$ cat config.mk
export PLATFORM = sky130hd
export DESIGN_NAME = txclk_watch
export DESIGN_NICKNAME = d
export VERILOG_FILES = /design/src/rtl/txw_pkg.sv /design/src/rtl/txw_src_sel.sv /design/src/rtl/txw_edge_sync.sv /design/src/rtl/txw_timeout.sv /design/src/rtl/txw_gate.sv /design/src/rtl/txclk_watch.sv
export SDC_FILE = /design/constraint.sdc
export NUM_CORES = 1
export LEC_CHECK = 0
export BUFFER_PORTS_ARGS = -buffer_cell sky130_fd_sc_hd__clkbuf_2
export CORE_AREA = 4 4 41 43
export DETAILED_ROUTE_END_ITERATION = 8
export DIE_AREA = 0 0 45 47
export SYNTH_ARGS = -nofsm -noshare
export SYNTH_HDL_FRONTEND = slang
export SYNTH_SLANG_ARGS = --single-unit
$ cat constraint.sdc
create_clock -name ref_clk -period 2.2 [get_ports ref_clk]
set_input_delay 0 -clock ref_clk [delete_from_list [all_inputs] [get_ports ref_clk]]
set_output_delay 0 -clock ref_clk [all_outputs]
set_load 0.005 [all_outputs]
$ cat src/rtl/txw_pkg.sv
package txw_pkg;

    typedef enum logic {
        SRC_SERIAL   = 1'b0,
        SRC_PARALLEL = 1'b1
    } clk_src_e;

    typedef struct packed {
        logic active;
        logic seen_edge;
    } mon_ctl_t;

    function automatic int unsigned timeout_cycles(input int unsigned ref_ps,
                                                   input int unsigned win_ps);
        return (win_ps + ref_ps - 1) / ref_ps;
    endfunction

endpackage

$ cat src/rtl/txw_src_sel.sv
module txw_src_sel
    import txw_pkg::*;
(
    input  clk_src_e src_i,
    input  logic     ser_clk_i,
    input  logic     par_clk_i,
    output logic     watched_o
);

    always_comb begin
        case (src_i)
            SRC_PARALLEL: watched_o = par_clk_i;
            default:      watched_o = ser_clk_i;
        endcase
    end

endmodule

$ cat src/rtl/txw_edge_sync.sv
module txw_edge_sync #(
    parameter int unsigned STAGES = 2
) (
    input  logic clk,
    input  logic rst,
    input  logic din,
    output logic edge_o
);

    logic [STAGES:0] chain_q;

    always_ff @(posedge clk) begin
        if (rst) begin
            chain_q <= '0;
        end else begin
            chain_q <= {chain_q[STAGES-1:0], din};
        end
    end

    assign edge_o = chain_q[STAGES] ^ chain_q[STAGES-1];

endmodule

$ cat src/rtl/txw_timeout.sv
module txw_timeout
    import txw_pkg::*;
#(
    parameter int unsigned LIMIT = 25,
    parameter int unsigned CNT_W = 5
) (
    input  logic     clk,
    input  logic     rst,
    input  mon_ctl_t ctl_i,
    output logic     alarm_o
);

    localparam logic [CNT_W-1:0] LIM_V = CNT_W'(LIMIT);

    logic [CNT_W-1:0] idle_q;

    always_ff @(posedge clk) begin
        if (rst || !ctl_i.active) begin
            idle_q <= '0;
        end else if (ctl_i.seen_edge) begin
            idle_q <= '0;
        end else if (idle_q != LIM_V) begin
            idle_q <= idle_q + CNT_W'(1);
        end
    end

    assign alarm_o = ctl_i.active && (idle_q == LIM_V);

    assert_idle_bounded_R3: assert property (@(posedge clk) disable iff (rst)
        idle_q <= LIM_V);

    assert_alarm_after_window_R3: assert property (@(posedge clk) disable iff (rst)
        ($rose(alarm_o) && $past(ctl_i.active)) |-> ($past(idle_q) == LIM_V - CNT_W'(1)));

    assert_edge_clears_R5: assert property (@(posedge clk) disable iff (rst)
        (ctl_i.active && ctl_i.seen_edge) |=> !alarm_o);

    assert_off_restarts_R7: assert property (@(posedge clk) disable iff (rst)
        !ctl_i.active |=> (idle_q == '0));

endmodule

$ cat src/rtl/txw_gate.sv
module txw_gate #(
    parameter int unsigned DATA_W = 8
) (
    input  logic              clk,
    input  logic              rst,
    input  logic              alarm_i,
    input  logic              clr_i,
    input  logic [DATA_W-1:0] data_i,
    output logic [DATA_W-1:0] data_o,
    output logic              sticky_o
);

    logic sticky_q;

    always_ff @(posedge clk) begin
        if (rst) begin
            sticky_q <= 1'b0;
        end else begin
            sticky_q <= alarm_i | (sticky_q & ~clr_i);
        end
    end

    assign sticky_o = sticky_q;
    assign data_o   = alarm_i ? '0 : data_i;

endmodule

$ cat src/rtl/txclk_watch.sv
module txclk_watch
    import txw_pkg::*;
#(
    parameter int unsigned REF_PERIOD_PS = 8000,
    parameter int unsigned WINDOW_PS     = 200000,
    parameter int unsigned SYNC_STAGES   = 2,
    parameter int unsigned DATA_W        = 8
) (
    input  logic              ref_clk,
    input  logic              ref_rst,
    input  logic              ser_clk_i,
    input  logic              par_clk_i,
    input  logic              par_mode_i,
    input  logic              mon_en_i,
    input  logic              rem_loop_i,
    input  logic              stat_clr_i,
    input  logic [DATA_W-1:0] tx_data_i,
    output logic [DATA_W-1:0] tx_data_o,
    output logic              alarm_o,
    output logic              alarm_sticky_o
);

    localparam int unsigned LIMIT = timeout_cycles(REF_PERIOD_PS, WINDOW_PS);
    localparam int unsigned CNT_W = $clog2(LIMIT + 1);

    logic     watched;
    logic     edge_seen;
    logic     alarm;
    mon_ctl_t ctl;

    txw_src_sel u_src (
        .src_i     (clk_src_e'(par_mode_i)),
        .ser_clk_i (ser_clk_i),
        .par_clk_i (par_clk_i),
        .watched_o (watched)
    );

    txw_edge_sync #(.STAGES(SYNC_STAGES)) u_sync (
        .clk    (ref_clk),
        .rst    (ref_rst),
        .din    (watched),
        .edge_o (edge_seen)
    );

    always_comb begin
        ctl.active    = mon_en_i & ~rem_loop_i;
        ctl.seen_edge = edge_seen;
    end

    txw_timeout #(.LIMIT(LIMIT), .CNT_W(CNT_W)) u_tmo (
        .clk     (ref_clk),
        .rst     (ref_rst),
        .ctl_i   (ctl),
        .alarm_o (alarm)
    );

    txw_gate #(.DATA_W(DATA_W)) u_gate (
        .clk      (ref_clk),
        .rst      (ref_rst),
        .alarm_i  (alarm),
        .clr_i    (stat_clr_i),
        .data_i   (tx_data_i),
        .data_o   (tx_data_o),
        .sticky_o (alarm_sticky_o)
    );

    assign alarm_o = alarm;

    assert_squelch_R4: assert property (@(posedge ref_clk) disable iff (ref_rst)
        alarm_o |-> (tx_data_o == '0));

    assert_pass_R4: assert property (@(posedge ref_clk) disable iff (ref_rst)
        !alarm_o |-> (tx_data_o == tx_data_i));

    assert_sticky_set_R6: assert property (@(posedge ref_clk) disable iff (ref_rst)
        alarm_o |=> alarm_sticky_o);

    assert_loop_override_R8: assert property (@(posedge ref_clk) disable iff (ref_rst)
        rem_loop_i |-> !alarm_o);

endmodule

Yosys cells after proc, flatten, opt, wreduce, memory -nomap -nowiden

Cells that the tools add are included.

Register bits: 9
Input port bits: 16
Output and inout port bits: 10
Logic and storage cells: 18

$add $sub $neg: 1
Equality and inequality tests: 2
Muxes and demuxes: 2
Bitwise logic cells: 6
Reductions and logical operators: 4

Operators with widths:

| cell                                                           | count |
|---|---|
| 8-bit 2-to-1 mux                                               | 1 |
| 5-bit by 1-bit adder with 5-bit output (second input constant) | 1 |
| 5-bit equality test (second input constant)                    | 1 |
| 5-bit inequality test (second input constant)                  | 1 |
| 1-bit bitwise AND                                              | 2 |
| 1-bit inverter                                                 | 2 |
| 2-bit OR reduction                                             | 1 |
| 1-bit logical AND                                              | 1 |
| 1-bit zero test                                                | 1 |
| 1-bit logical OR                                               | 1 |
| 1-bit 2-to-1 mux                                               | 1 |
| 1-bit bitwise OR                                               | 1 |
| 1-bit bitwise XOR                                              | 1 |

Depth between registers and ports, before layout

Gate-level depths: netlist of run 1.

Word-level depth: 5
Depth in mapped cells: 5
Mapped depth without buffers: 5

By module

From an unflattened synthesis of run 1, not the netlist that was laid out.

Cell total of the unflattened synthesis: 48
Area total of the unflattened synthesis: 540.5 um^2

Modules (own cells, without submodules):

| module        | instances | cells an instance | area each (um^2) | sequential area each (um^2) |
|---|---|---|---|---|
| txw_timeout   | 1         | 27                | 319.1            | 100.1 |
| txw_gate      | 1         | 12                | 105.1            | 20.0 |
| txw_edge_sync | 1         | 7                 | 87.6             | 60.1 |
| txw_src_sel   | 1         | 1                 | 15.0             | 0.0 |
| txclk_watch   | 1         | 1                 | 13.8             | 0.0 |

Worst setup path before layout of run 1

OpenSTA, ideal clock, no wires.

Path type: flip-flop to flip-flop
From: register u_tmo.idle_q[0]
To: register u_gate.sticky_q, in the netlist u_gate.sticky_o
Library setup time: 0.057 ns
Data arrival time: 1.076 ns
Data required time: 2.143 ns
Slack: 1.067 ns
Cell stages (with the launch flop): 5
Buffers on the path: 0
Period minus slack after synthesis: 1.133 ns
Path through: dfxtp_1 ha_1 nand4b_4 nor2_4 o21ba_2

Cells in the longest elaborated chain, start to end: 3

Ends and longest elaborated chain:

| item                   | RTL line          | text |
|---|---|---|
| start, declared        | txw_timeout.sv:15 | `logic [CNT_W-1:0] idle_q;` |
| start signal, assigned | txw_timeout.sv:23 | `idle_q <= idle_q + CNT_W'(1);` |
| 5-bit equality test    | txw_timeout.sv:27 | `assign alarm_o = ctl_i.active && (idle_q == LIM_V);` |
| 1-bit logical AND      | txw_timeout.sv:27 |  |
| net alarm_o            | txclk_watch.sv:19 | `output logic alarm_o,` |
| 1-bit bitwise OR       | txw_gate.sv:19    | `sticky_q <= alarm_i \| (sticky_q & ~clr_i);` |
| end signal, assigned   | txw_gate.sv:19    |  |
| end, declared          | txw_gate.sv:13    | `logic sticky_q;` |

The timed path passes the listed nets, and every way through them passes these cells.
A chain may end at the register's enable or synchronous reset.

Worst setup path after layout of run 1

From: register u_tmo.idle_q[0]
To: output port tx_data_o[3]

Cells in the longest elaborated chain, start to end: 3

Ends and longest elaborated chain:

| item                | RTL line          | text |
|---|---|---|
| 5-bit equality test | txw_timeout.sv:27 |  |
| 1-bit logical AND   | txw_timeout.sv:27 |  |
| 8-bit 2-to-1 mux    | txw_gate.sv:24    | `assign data_o = alarm_i ? '0 : data_i;` |
| end, declared       | txclk_watch.sv:18 | `output logic [DATA_W-1:0] tx_data_o,` |

No other way between the ends.

==> results of run 1 <==
-- what timing repair did --
item / 4_1_cts / 5_1_grt
hold buffers: 3 / 0
hold endpoints to repair: 3 / 0
buffers inserted: 0 / 0
-- metrics by stage --
stage / cell area (µm²) / total power [mW] / instances / hold WS, ns
after global placement: 594 / 0.211 / 84 / 0.235
after floorplan: 450 / 0.189 / 44 / 0.0716
after global routing: 651 / 0.359 / 91 / 0.0673
after detailed placement: 594 / 0.212 / 84 / 0.241
after CTS: 651 / 0.342 / 91 / 0.0663
final: 651 / 0.336 / 91 / 0.0704
-- flip-flops by register name, summed over array words and instances, names as in the netlist --
name             count
u_tmo.idle_q         5
u_sync.chain_q       3
u_gate.sticky_o      1
-- logic make-up (layout without fill, tap and decap cells) --
logic type               after synthesis  in the layout  share of synthesized area
adder cells (fa/ha/maj)                2              2                     0.0555
buffers and inverters                  1             33                    0.00833
AO/OA/AOI/OAI                          2              2                     0.0500
multiplexers                           1              1                     0.0222
flip-flops                             9              9                      0.400
XOR/XNOR                               5              5                     0.0972
AND/OR/NAND/NOR                       24             24                      0.367
-- path summary, 6_finish.rpt --
kind | depth (start not counted) | end
setup / recovery | 5 | tx_data_o[3]
hold / removal | 3 | u_gate.sticky_o
setup reg to reg | 4 | u_gate.sticky_o
hold reg to reg | 1 | u_sync.chain_q[1]
-- layout make-up --
class,instances,area (µm²),area share
Clock buffer,4,26.3,0.0404
Inverter,1,3.75,0.00577
Multi-Input combinational cell,34,267,0.410
Sequential cell,9,180,0.277
Tap cell,15,18.8,0.0288
Timing Repair Buffer,28,155,0.238
-- synthesized netlist by cell type --
cell      instances
nand3_1           2
a211oi_2          1
o21ba_2           1
nand4b_4          1
nor2_4            1
inv_1             1
dfxtp_1           9
nand2b_4          1
nand2_1           1
xor2_1            4
nor2_1            6
xnor2_1           1
or3_4             1
ha_1              2
mux2i_1           1
nor2b_1          11
-- power by group through the flow --
stage                     sequential [mW]  clock [mW]  combinational [mW]
after detailed placement            0.172           0              0.0399
after floorplan                     0.172           0              0.0175
final                               0.169       0.123              0.0440
after CTS                           0.169       0.129              0.0447
after global routing                0.169       0.141              0.0492
after global placement              0.172           0              0.0394
-- layer usage --
metal  track usage  part of all wire
met1         0.103              0.41
met2         0.130              0.50
met5             0                 0
met3        0.0690             0.095
met4        0.0175                 0
-- worst max-delay path: cells and delay by family (launching register included) --
kind                     cells  cell delay, ns
adder cells (fa/ha/maj)      1            0.22
buffers and inverters        1            0.11
AND/OR/NAND/NOR              3            0.46
flip-flops                   1            0.39
==> results.txt, run 1 <==
setup TNS - 0 ns
clk_skew - 0.00263 ns
VDD IR-drop max - 0.437 mV
dpl hpwl - 696 µm
die boundary height - 47 µm
Power Density - 516 nW/µm²
Max Slew Vio Count - 0
biggest cell delay along the critical path - 0.39 ns
Yosys cell types - 16
die area - 2120 µm²
r2r setup slk - 0.98 ns
Cell Rows - 13
clock buffer depth - 2
Pre-antenna DRT Iters - 1
GRT Residual Overflow - 0
GRT Overall Usage - 0.0887
routed vias - 382
post-route ant nets - 0
fillers - 136
PostCTS Resize Cnt - 0
Final Util - 0.500
# IOs - 26
share of layout cells above drive strength 1 - 0.447
Static Leak - 0.349 nW
Yosys top cell area share - 0.400
H-Tree Depth - 1
DP Worst Slack - 0.954 ns
Worst slew margin - 0.859
critical path capture point type - output pin
drt drc - 0
Final min period - 1.45 ns
Die Wd - 45 µm
Switching Fraction - 0.211
number of global-route vias before repair - 331
internal power - 0.265 mW
largest net degree at the start of global routing - 11
top cells by area, synth - dfxtp_1 (40%), nor2b_1 (15%), xor2_1 (7.8%), ha_1 (5.6%), nand4b_4 (5.3%)
Clk pin slew, worst setup/hold paths - 0.06 ns
combinational share of power - 0.131
critical path, cell by cell - ha_1, nand4b_4, nor2_4, nor2b_1, clkbuf_2
most frequent cells in the layout - clkbuf_2 (25), nor2b_1 (11), dfxtp_1 (9)
CTS Root Cell - clkbuf_4
Syn Area/Cell - 10.2 µm²
Critical-path top delay cell - dfxtp_1
number of nets in the layout - 95
RSZ-0062 raised after global routing - false
cell area after synthesis - 450 µm²
Hold/Removal Path Class - in2reg
most common cell after layout, fill and taps aside - clkbuf_2
largest area contributor in the netlist - dfxtp_1
number of inserted diodes - 0
final hold violations - 0
max frequency - 690 MHz
1st-iter DRT viols - 0
power share of the clock group - 0.367
DRT Wirelength - 874 µm
worst skew pair latency - 0.26 ns
worst endpoint data arrival time - 1.45 ns
Post-Syn Nets - 62
Initial Util - 0.346
Port Buffer Count - 25
Worst Setup Start Kind - flip-flop
Critical Path RT - 2.20 ns
Finish-stage setup viols - 0
Hold Startpoint - stat_clr_i
Synth Warn # - 0
CTS tree - done
total CTS buffers - 3
min setup slack post-route - 0.751 ns
GPL Wtd Cong - 0.728
register area share after synthesis - 0.400
Syn-to-layout area delta - 44.4%
status - complete, no violations
Syn Inst Count - 44
P_sw - 0.0708 mW
DR WL/cell - 9.60 µm
CTS sink count - 9
worst setup path startpoint - u_tmo.idle_q[0]
routed vias/inst - 4.20
initial antenna violation count - 0
first-pass GRT wire length - 1300 µm
RR Startpoint - u_tmo.idle_q[0]
core area - 1300 µm²
Slew @ Worst Pin - 0.211 ns
CP Max Fanout - 10
Tcrit/Tclk final - 0.658
Setup Crit Path Kind - reg2out
Sequential Power Share - 0.502
max_cap viols - 0
number of synthesized register bits - 9
Power figures use the tool's default switching activity.
==> run 2, diff against run 1 <==
- ABC_AREA: not set -> 1
- PLACE_DENSITY: not set -> 0.68
- clock period: 2.2 -> 1.51 ns (I/O delays scaled with it)
==> run 2 against run 1 <==
Effect of this change:
- sequential share of layout area is 1.7 points lower
- worst hold slack better by 0.0077 ns
- global-route usage is 2.6 points higher
- critical path depth is 3 higher
- via count is 44% higher
- register-to-register slack worse by 0.54 ns
- critical path type unchanged
- critical endpoint unchanged
- largest cell class unchanged
==> results.txt, run 2 <==
status - complete, no violations
Setup Crit Path Kind - reg2out
register area share after synthesis - 0.368 (-0.0317)
max_cap viols - 0 (unchanged)
Crit path top cell by count - inv_1
worst path bufs/invs - 4 (+3)
Pre-antenna DRT Iters - 4 (+3)
DR WL/cell - 8.44 µm (-12%)
Switching Fraction - 0.221 (+0.0104)
number of global-route vias before repair - 471 (+42%)
die area - 2120 µm² (unchanged)
met2 WL - 481 µm (+10%)
top layer in use - met3
worst skew pair latency - 0.25 ns (about the same)
drt drc - 0 (unchanged)
CTS tree - done
# IOs - 26 (unchanged)
total CTS buffers - 3 (unchanged)
Port Buffer Count - 25 (unchanged)
Final min period - 1.35 ns
clock buffer depth - 2 (unchanged)
Syn Inst Count - 80 (+82%)
P_sw - 0.109 mW (+54%)
Hold/Removal Path Class - in2reg
Sequential Power Share - 0.501 (about the same)
internal power - 0.384 mW (+45%)
most common cell after layout, fill and taps aside - clkbuf_2
first-pass GRT wire length - 1700 µm (+31%)
number of nets in the layout - 132 (+39%)
RSZ-0062 raised after global routing - false
core area - 1300 µm² (unchanged)
critical path capture point type - output pin
Tcrit/Tclk final - 0.893
routed vias/inst - 4.29 (+2.2%)
1st-iter DRT viols - 6 (+6)
Critical-path top delay cell - dfxtp_2
EDFF count, synth - 0 (unchanged)
GPL Wtd Cong - 0.774 (+6.2%)
clk_skew - 0.00358 ns (+0.000956 ns)
Post-Syn Nets - 98 (+58%)
Power Density - 702 nW/µm² (+36%)
Die Wd - 45 µm (unchanged)
Syn Area/Cell - 6.12 µm² (-40%)
critical path, cell by cell - inv_1, ha_1, nand2_1, inv_1, nand3_1, inv_2, nor2_1, clkbuf_2
Post-synth top flop - dfxtp_1
Biggest register - u_tmo.idle_q
DP Worst Slack - 0.368 ns (-0.586 ns)
min setup slack post-route - 0.162 ns (-0.589 ns)
Critical Path RT - 1.51 ns (-0.69 ns)
initial antenna violation count - 0 (unchanged)
CP Max Fanout - 9 (-1)
Cell Rows - 13 (unchanged)
cell with the most instances after synthesis - inv_1
Synth Warn # - 0 (unchanged)
number of inserted diodes - 0 (unchanged)
setup TNS - 0 ns (unchanged)
largest net degree at the start of global routing - 10 (-1)
Max Slew Vio Count - 0 (unchanged)
cell area after synthesis - 489 µm² (+8.6%)
power share of the clock group - 0.361 (-0.006)
die boundary height - 47 µm (unchanged)
Slew @ Worst Pin - 0.256 ns (+0.0441 ns)
FFs w/ async S/R, synth - 0 (unchanged)
final hold violations - 0 (unchanged)
Clk pin slew, worst setup/hold paths - 0.06 ns (about the same)
dpl hpwl - 819 µm (+18%)
DRT Wirelength - 1080 µm (+24%)
Setup Fix Bufs, Post-CTS - 0 (unchanged)
Yosys cell types - 13 (-3)
Worst slew margin - 0.829 (-0.0297)
Yosys top cell area share - 0.368 (-0.0317)
Static Leak - 0.439 nW (+26%)
routed vias - 549 (+44%)
Largest register FFs - 5 (unchanged)
GRT Residual Overflow - 0 (unchanged)
CTS Root Cell - clkbuf_4
M1 wire length - 457 µm (+29%)
most frequent cells in the layout - clkbuf_2 (25), inv_1 (23), nand2_1 (17)
H-Tree Depth - 1 (unchanged)
Worst Setup Start Kind - flip-flop
VDD IR-drop max - 0.480 mV (+9.7%)
Syn-to-layout area delta - 43.5%
Crit path max-delay family - flip-flops
post-route ant nets - 0 (unchanged)
Finish-stage setup viols - 0 (unchanged)
share of layout cells above drive strength 1 - 0.283 (-0.164)
synth cell count leaders - inv_1 (23), nand2_1 (17), nor2_1 (16)
worst endpoint data arrival time - 1.35 ns (-0.10 ns)
top cells by area, synth - dfxtp_1 (37%), inv_1 (18%), nand2_1 (13%), nor2_1 (12%), ha_1 (5.1%)
largest area contributor in the netlist - dfxtp_1
biggest cell delay along the critical path - 0.35 ns (-0.04 ns)
number of synthesized register bits - 9 (unchanged)
Initial Util - 0.376 (+0.0298)
combinational share of power - 0.138 (+0.007)
GRT Overall Usage - 0.115 (+0.0261)
r2r setup slk - 0.44 ns (-0.54 ns)
max frequency - 742 MHz
CTS sink count - 9 (unchanged)
metal3 WL - 140 µm (+69%)
[run 2: power by group through the flow]
stage | clock network (mW) | logic [mW] | registers (mW)
finish | 0.178 | 0.0679 | 0.247
global route | 0.201 | 0.0773 | 0.248
CTS | 0.187 | 0.0681 | 0.246
detailed placement | 0 | 0.0589 | 0.252
global placement | 0 | 0.0579 | 0.251
floorplan | 0 | 0.0253 | 0.251
[run 2: metal layers]
| layer | global-route usage | vias up |
|---|---|---|
| met4 | 0.0702 | 0 |
| met3 | 0.0383 | 0 |
| met2 | 0.209 | 31 |
| met5 | 0 | - |
| met1 | 0.112 | 216 |
| li1 | - | 302 |
[run 2: cells by family after synthesis]
family | after synthesis | share of synthesized area
adders and majority gates | 2 | 0.0511
DFF | 9 | 0.368
and+or+nand+nor | 41 | 0.348
xor gates and xnor gates | 1 | 0.0179
buffers and inverters | 24 | 0.184
AOI/OAI and AO/OA | 3 | 0.0307
[run 2: area by class of cell]
cell class              count  area [µm²]
fillers                   134         599
multi-input cells          47         219
flip-flops and latches      9         183
repair buffers             29         165
inverters                  24        90.1
clock buffers               4        26.3
well taps                  15        18.8
[run 2: path summary, 6_finish.rpt]
path	start	to	cells past startpoint
hold / removal	rem_loop_i	u_gate.sticky_o	4
hold reg to reg	u_sync.chain_q[0]	u_sync.chain_q[1]	2
setup reg to reg	u_tmo.idle_q[1]	u_tmo.idle_q[0]	8
setup / recovery	u_tmo.idle_q[1]	tx_data_o[3]	8
[run 2: stage by stage]
step,hold slack [ns],power (mW),instances,cell area [µm²],util
finish,0.0781,0.493,128,702,0.539
global route,0.0966,0.526,128,702,0.539
CTS,0.0765,0.501,128,699,0.538
detailed placement,0.197,0.310,120,633,0.487
global placement,0.194,0.309,120,633,0.487
floorplan,0.0691,0.276,80,489,-
[run 2: worst reg2reg max path, cell delays in order, from the launching register on]
cell,delay (ns)
dfxtp_2,0.35
inv_1,0.05
ha_1,0.16
nand2_1,0.06
inv_1,0.05
nand2_1,0.13
nand2_1,0.07
nand2_1,0.07
nor2_1,0.04
[run 2: repair_timing]
action                     CTS  global route
hold endpoints to repair     4             0
setup endpoints to repair    0             5
gates resized for setup      0             2
hold buffers                 4             0
